===== src/rtl/tcc_pkg.sv =====
package tcc_pkg;
    localparam int unsigned TCC_WIDTH   = 16;
    localparam int unsigned TCC_SYNC_FF = 2;

    typedef enum logic [1:0] {
        EDGE_FALL = 2'b00,
        EDGE_RISE = 2'b01,
        EDGE_BAD  = 2'b10,
        EDGE_BOTH = 2'b11
    } edge_code_e;
endpackage


===== src/rtl/tcc_pin_sync.sv =====
module tcc_pin_sync #(
    parameter int unsigned STAGES = 2
) (
    input  logic clk,
    input  logic rst_n,
    input  logic pin,
    output logic rise,
    output logic fall
);
    localparam int unsigned LAST = STAGES;

    // chain[STAGES-1] is the synchronized level, chain[STAGES] its previous value
    logic [LAST:0] chain_d, chain_q;

    always_comb begin
        chain_d = {chain_q[LAST-1:0], pin};
    end

    always_ff @(posedge clk or negedge rst_n) begin
        if (!rst_n) chain_q <= '0;
        else        chain_q <= chain_d;
    end

    assign rise = chain_q[LAST-1] & ~chain_q[LAST];
    assign fall = ~chain_q[LAST-1] & chain_q[LAST];
endmodule


===== src/rtl/tcc_edge_map.sv =====
module tcc_edge_map
    import tcc_pkg::*;
#(
    parameter bit OPPOSITE = 1'b0
) (
    input  logic [1:0] code,
    input  logic       rise,
    input  logic       fall,
    output logic       fire
);
    edge_code_e sel;
    assign sel = edge_code_e'(code);

    generate
        if (OPPOSITE) begin : g_opposite
            // capture on the edge opposite to the valid one; both-edges gives none
            always_comb begin
                unique case (sel)
                    EDGE_FALL: fire = rise;
                    EDGE_RISE: fire = fall;
                    default:   fire = 1'b0;
                endcase
            end
        end else begin : g_direct
            always_comb begin
                unique case (sel)
                    EDGE_FALL: fire = fall;
                    EDGE_RISE: fire = rise;
                    EDGE_BOTH: fire = rise | fall;
                    default:   fire = 1'b0;
                endcase
            end
        end
    endgenerate
endmodule


===== src/rtl/tcc_channel.sv =====
module tcc_channel
    import tcc_pkg::*;
#(
    parameter int unsigned WIDTH   = TCC_WIDTH,
    parameter int unsigned SYNC_FF = TCC_SYNC_FF
) (
    input  logic             clk,
    input  logic             rst_n,
    input  logic             wr_en,
    input  logic [WIDTH-1:0] wr_data,
    input  logic [WIDTH-1:0] count,
    input  logic             mode_capture,
    input  logic             src_b,
    input  logic [1:0]       edge_a,
    input  logic [1:0]       edge_b,
    input  logic             pin_a,
    input  logic             pin_b,
    output logic [WIDTH-1:0] reg_val,
    output logic             irq
);
    typedef struct packed {
        logic [WIDTH-1:0] val;
        logic             irq;
    } chan_t;

    chan_t ch_d, ch_q;
    logic  rise_a, fall_a, rise_b, fall_b;
    logic  fire_a, fire_b, cap_fire, match;

    tcc_pin_sync #(.STAGES(SYNC_FF)) u_sync_a (
        .clk(clk), .rst_n(rst_n), .pin(pin_a), .rise(rise_a), .fall(fall_a)
    );
    tcc_pin_sync #(.STAGES(SYNC_FF)) u_sync_b (
        .clk(clk), .rst_n(rst_n), .pin(pin_b), .rise(rise_b), .fall(fall_b)
    );

    tcc_edge_map #(.OPPOSITE(1'b1)) u_map_a (
        .code(edge_a), .rise(rise_a), .fall(fall_a), .fire(fire_a)
    );
    tcc_edge_map #(.OPPOSITE(1'b0)) u_map_b (
        .code(edge_b), .rise(rise_b), .fall(fall_b), .fire(fire_b)
    );

    assign cap_fire = mode_capture & (src_b ? fire_b : fire_a);
    assign match    = (ch_q.val == count);

    always_comb begin
        ch_d = ch_q;
        if (cap_fire)   ch_d.val = count;
        else if (wr_en) ch_d.val = wr_data;
        ch_d.irq = mode_capture ? cap_fire : match;
    end

    always_ff @(posedge clk or negedge rst_n) begin
        if (!rst_n) ch_q <= '0;
        else        ch_q <= ch_d;
    end

    assign reg_val = ch_q.val;
    assign irq     = ch_q.irq;
endmodule


===== config.mk =====
export PLATFORM = sky130hd
export DESIGN_NAME = tcc_channel
export DESIGN_NICKNAME = d
export VERILOG_FILES = /design/src/rtl/tcc_pkg.sv /design/src/rtl/tcc_pin_sync.sv /design/src/rtl/tcc_edge_map.sv /design/src/rtl/tcc_channel.sv
export SDC_FILE = /design/constraint.sdc
export NUM_CORES = 1
export LEC_CHECK = 0
export ABC_AREA = 1
export ABC_CLOCK_PERIOD_IN_PS = 1750
export CAP_MARGIN = 20
export CORE_MARGIN = 3
export CORE_UTILIZATION = 42
export CTS_CLUSTER_DIAMETER = 40
export DETAILED_ROUTE_END_ITERATION = 10
export PLACE_DENSITY = 0.8
export RECOVER_POWER = 50
export SYNTH_ARGS = -nofsm -noshare
export SYNTH_HDL_FRONTEND = slang
export SYNTH_HIERARCHICAL = 1
export SYNTH_SLANG_ARGS = --single-unit

===== constraint.sdc =====
create_clock -name clk -period 1.75 [get_ports clk]
set_clock_uncertainty 0.05 [all_clocks]
set_input_delay 0.2625 -clock clk [delete_from_list [all_inputs] [get_ports clk]]
set_output_delay 0.2625 -clock clk [all_outputs]
set_load 0.05 [all_outputs]

# ---- Word level (Yosys, flattened, before mapping)
# Index checks and enable logic that the tools add are counted.
dict set report op_classes {
  n_eq_ne 4
  bitwise_logic 10
  mux 6
  reduce_logical 3
}
# op n
set op_table {}
lappend op_table {{16-bit two-way mux} 2}
lappend op_table {{16-bit == test} 1}
lappend op_table {{1-bit AND} 5}
lappend op_table {{2-bit by 1-bit == test with 1-bit output (second input constant)} 2}
lappend op_table {{2-bit zero test} 2}
lappend op_table {{1-bit inverter} 4}
lappend op_table {{1-bit case mux with 3 select lines} 1}
lappend op_table {{2-bit == test (second input constant)} 1}
lappend op_table {{1-bit two-way mux} 2}
lappend op_table {{1-bit case mux with 2 select lines} 1}
lappend op_table {{2-bit nonzero test} 1}
lappend op_table {{1-bit OR} 1}
dict set report totals {
  inputBits 43
  wordCells 27
  register_bits 23
}

# ---- Longest topological paths before layout
# Gate-level depths: netlist of the first run.
dict set report logic_depth {
  depth_word 7
  depth_mapped 13
  depth_no_buf 12
}

# ---- Modules after synthesis
# The synthesis of the first run kept the hierarchy.
# mod cells_per_inst seq_area_each_um2 area_each_um2 instances
set modules_own_cells {}
lappend modules_own_cells {tcc_channel 149 425.4 1116.1 1}
lappend modules_own_cells {tcc_pin_sync 7 75.1 90.1 2}
lappend modules_own_cells {{tcc_edge_map (u_map_b)} 11 0.0 51.3 1}
lappend modules_own_cells {{tcc_edge_map (u_map_a)} 5 0.0 20.0 1}

# ---- Worst setup path before layout of the first run
# No wires, ideal clock.
dict set report synth_path {
  path_type {reg-to-reg}
  from {reg ch_q, in the netlist reg_val[5]}
  to {reg ch_q, in the netlist irq}
  path_buffers 0
  path_slack_ns 0.343
  arrival_ns 1.239
  stages_incl_launch_ff 7
  setup_ns 0.117
  synth_period_minus_slack_ns 1.407
  path_cell_list {dfrtp_1 -> inv_1 -> or2_2 -> nand3_1 -> nor2_1 -> nand3_1 -> nand2_1}
}
# element line
set synth_rtl {}
lappend synth_rtl {{start, declared} tcc_channel.sv:26} ;# chan_t ch_d, ch_q;
lappend synth_rtl {{start signal, assigned} tcc_channel.sv:56} ;# else ch_q <= ch_d;

# ---- Worst setup path after layout of the first run
dict set report layout_path {
  from {reg u_sync_b.chain_q[1]}
  to {reg ch_q, in the netlist reg_val[15]}
}
# element line
set layout_rtl {}
lappend layout_rtl {{start, declared} tcc_pin_sync.sv:13} ;# logic [LAST:0] chain_d, chain_q;
lappend layout_rtl {{start signal, assigned} tcc_pin_sync.sv:21} ;# else chain_q <= chain_d;
lappend layout_rtl {{1-bit AND *} tcc_pin_sync.sv:24} ;# assign rise = chain_q[LAST-1] & ~chain_q[LAST];
lappend layout_rtl {{via rise_b} tcc_channel.sv:27} ;# logic rise_a, fall_a, rise_b, fall_b;
lappend layout_rtl {{1-bit OR} tcc_edge_map.sv:29} ;# EDGE_BOTH: fire = rise | fall;
lappend layout_rtl {{1-bit case mux with 3 select lines *} tcc_edge_map.sv:26} ;# unique case (sel)
lappend layout_rtl {{via fire_b} tcc_channel.sv:28} ;# logic fire_a, fire_b, cap_fire, match;
lappend layout_rtl {{1-bit two-way mux *} tcc_channel.sv:44} ;# assign cap_fire = mode_capture & (src_b ? fire_b : fire_a);
lappend layout_rtl {{1-bit AND *} tcc_channel.sv:44}
lappend layout_rtl {{16-bit two-way mux or 2-bit nonzero test (tied branches)} n/a}
# The timed path passes the listed nets; every way through them passes the cells marked *.
# A chain may end at the register's enable or synchronous reset.

==> results of run 1 <==
==> power breakdown <==
part / switching, uW / internal, uW / total (uW)
clock: 161 / 89.0 / 250
combinational: 345 / 234 / 578
sequential: 45.0 / 585 / 630
total: 550 / 908 / 1460
==> cell families (layout without fill, tap and decap cells) <==
group	count (synthesis)	after routing	synth area share
AO/OA/AOI/OAI	12	12	0.0833
XOR/XNOR	6	6	0.0384
buffers and inverters	34	96	0.120
flip-flops	23	23	0.421
AND/OR/NAND/NOR	104	104	0.338
==> registers in the layout, indices dropped and copies added, names as in the netlist <==
register / count
reg_val: 16
u_sync_a/chain_q: 3
u_sync_b/chain_q: 3
irq: 1
==> critical path: stages (launching register included) <==
cell      delay (ns)
dfrtp_1         0.39
inv_1           0.05
nor2_1          0.13
inv_1           0.07
nand2_2         0.06
nand2_1         0.05
nand3_2         0.05
nand2_1         0.05
o21ai_2         0.07
nand2_4         0.12
nand2_2         0.23
o211ai_1        0.12
==> final timing paths <==
kind	end	slack, ns	cells past startpoint
worst min-delay path	u_sync_a/chain_q[1]	0.32	0
worst max-delay path	reg_val[15]	0.20	11
worst max register to register	reg_val[15]	0.20	11
max in group asynchronous	reg_val[7]	0.33	2
min in group asynchronous	u_sync_a/chain_q[0]	0.60	2
worst min register to register	u_sync_a/chain_q[1]	0.32	0
==> cell type report <==
class | instances | share of cell area
inverters | 29 | 0.0572
clock buffers | 4 | 0.0132
repair buffers | 63 | 0.297
well taps | 44 | 0.0277
flip-flops and latches | 23 | 0.289
multi-input cells | 122 | 0.316
==> layout by cell type (no fill, tap or decap), types with 3 or more instances in the layout <==
master / instances
o211ai_2: 5
nand3_1: 33
clkbuf_1: 4
clkdlybuf4s50_1: 40
xnor2_1: 6
nand2_1: 50
o211ai_1: 5
clkbuf_4: 3
nor2_1: 14
dfrtp_1: 23
inv_1: 27
buf_4: 16
==> through the flow <==
| step | instance area (um^2) | TNS, ns | std cells | setup WS [ns] | total power (uW) |
|---|---|---|---|---|---|
| final | 1990 | 0 | 285 | 0.203 | 1460 |
| after global routing | 1990 | 0 | 285 | 0.0383 | 1550 |
| after CTS | 2000 | 0 | 285 | 0.186 | 1480 |
| after detailed placement | 1980 | -0.0816 | 281 | -0.0208 | 1230 |
| after global placement | 1980 | 0 | 281 | 0.0434 | 1220 |
| after floorplan | 1370 | 0 | 179 | 0.343 | 983 |
==> layer usage <==
metal | share of wire | global-route usage | up-vias
li1 | - | - | 687
met1 | 0.45 | 0.248 | 608
met2 | 0.49 | 0.307 | 41
met3 | 0.055 | 0.0267 | 2
met4 | 0.0046 | 0.0744 | 0
met5 | 0 | 0 | -
==> results.py, run 1 <==
metrics = {
    "outcome": {
        "outcome": "completed",
    },
    "final_layout": {
        "fillerInstances": 272,
        "seq_area_um2": 576,
        "multi_input_area_um2": 628,
        "drive_gt1_frac": 0.149,
        "antenna_cells": 0,
        "post-route-util": 0.647,
        "area_delta_synth_final_pct": 45.6,
        "finalNetCount": 285,
    },
    "clock_network": {
        "clockBufferDepth": 2,
        "clk_latency_ns": 0.31,
        "cts_buffers": 3,
        "cts_tree": "built",
        "cts_sinks": 23,
        "post_cts_resized": 0,
        "postCtsSetupBuffers": 0,
        "htreeDepth": 1,
        "hold_buffers": 0,
        "cts.clk_slew.worst_paths_ns": 0.13,
        "cts_root_buffer": "clkbuf_4",
    },
    "global_route": {
        "track_usage": 0.187,
        "antenna_found_initial": 0,
        "grt-ovfl-total": 0,
        "grt_pass1_wl_um": 5930,
        "first_global_vias": 1323,
        "grt_max_degree": 24,
    },
    "timing": {
        "drv_slew": 0,
        "setup_viol": 0,
        "hold_ws_ns": 0.318,
        "slew_headroom": 0.176,
        "rsz0062_at_grt": "no",
        "tightest_slew_ns": 1.24,
        "finalCritPeriodShare": 0.884,
        "fmax_mhz": 646,
        "min_period_ns": 1.55,
        "hold_viol_final": 0,
    },
    "synth": {
        "yosys_warnings": 6,
        "syn-num-nets": 222,
        "synth-edff-count": 0,
        "synthCells": 179,
        "synth_top_area_share": 0.421,
        "netlist_top_cells_count": "nand2_1 (50), nand3_1 (33), inv_1 (27)",
        "synth_area_leader_cell": "dfrtp_1",
        "synthTopCellsByArea": "dfrtp_1 (42%), nand2_1 (14%), nand3_1 (12%), inv_1 (7.4%), o211ai_2 (4.6%)",
        "yosysMostFrequentCell": "nand2_1",
        "netlist_area_mm2": 0.00137,
        "seq_area_frac_synth": 0.421,
        "ys_seq_elements": 23,
        "syn_avg_cell_area_um2": 7.64,
        "synth_flop_cell": "dfrtp_1",
        "synth_cell_types": 20,
        "ys_async_sr_fraction": 1.00,
    },
    "power": {
        "p_per_area_mw_per_mm2": 733,
        "worst_ir_drop_vdd_v": 0.000392,
        "p_leak_uw": 0.000990,
    },
    "critical_path": {
        "critPathMaxFanout": 9,
        "cp-startpoint": "u_sync_b/chain_q[1]",
        "path_class": "reg2reg",
        "cp.arrival_ns": 1.70,
        "reg2reg_from": "u_sync_b/chain_q[1]",
        "worstPathRequired_ns": 1.90,
        "endpoint_kind": "flop",
        "cp-start-kind": "flop",
    },
    "die": {
        "fp.coreArea_mm2": 0.00308,
        "io_pins": 60,
        "die_area_mm2": 0.00398,
        "initial_core_util": 0.444,
        "row_count": 20,
        "die_w_um": 63.1,
        "dieHeight_um": 63.1,
    },
    "drt": {
        "ant_nets": 0,
        "wl_um": 3450,
        "vias": 1338,
        "viasPerCell": 4.69,
        "drt_iter0_drc": 53,
        "dr.pass1.iters": 4,
        "drc": 0,
        "post_drt_wl_per_cell_um": 12.1,
    },
    "placed_design": {
        "routabilityCongestion": 0.796,
        "dp_hpwl_um": 2710,
        "portBuffers": 59,
    },
    "worst_hold_path": {
        "hp-start": "u_sync_a/chain_q[0]",
        "hold_path_class": "reg2reg",
    },
    "job": {
        "max-cap-violations": 0,
    },
}
Note: power is estimated with default switching activity, not from simulation.
==> run 2: changes to the inputs <==
SLEW_MARGIN = 20   (was default)
==> results of run 2 <==
Same layout as run 1: the final DEF is identical, and so are final timing and power.
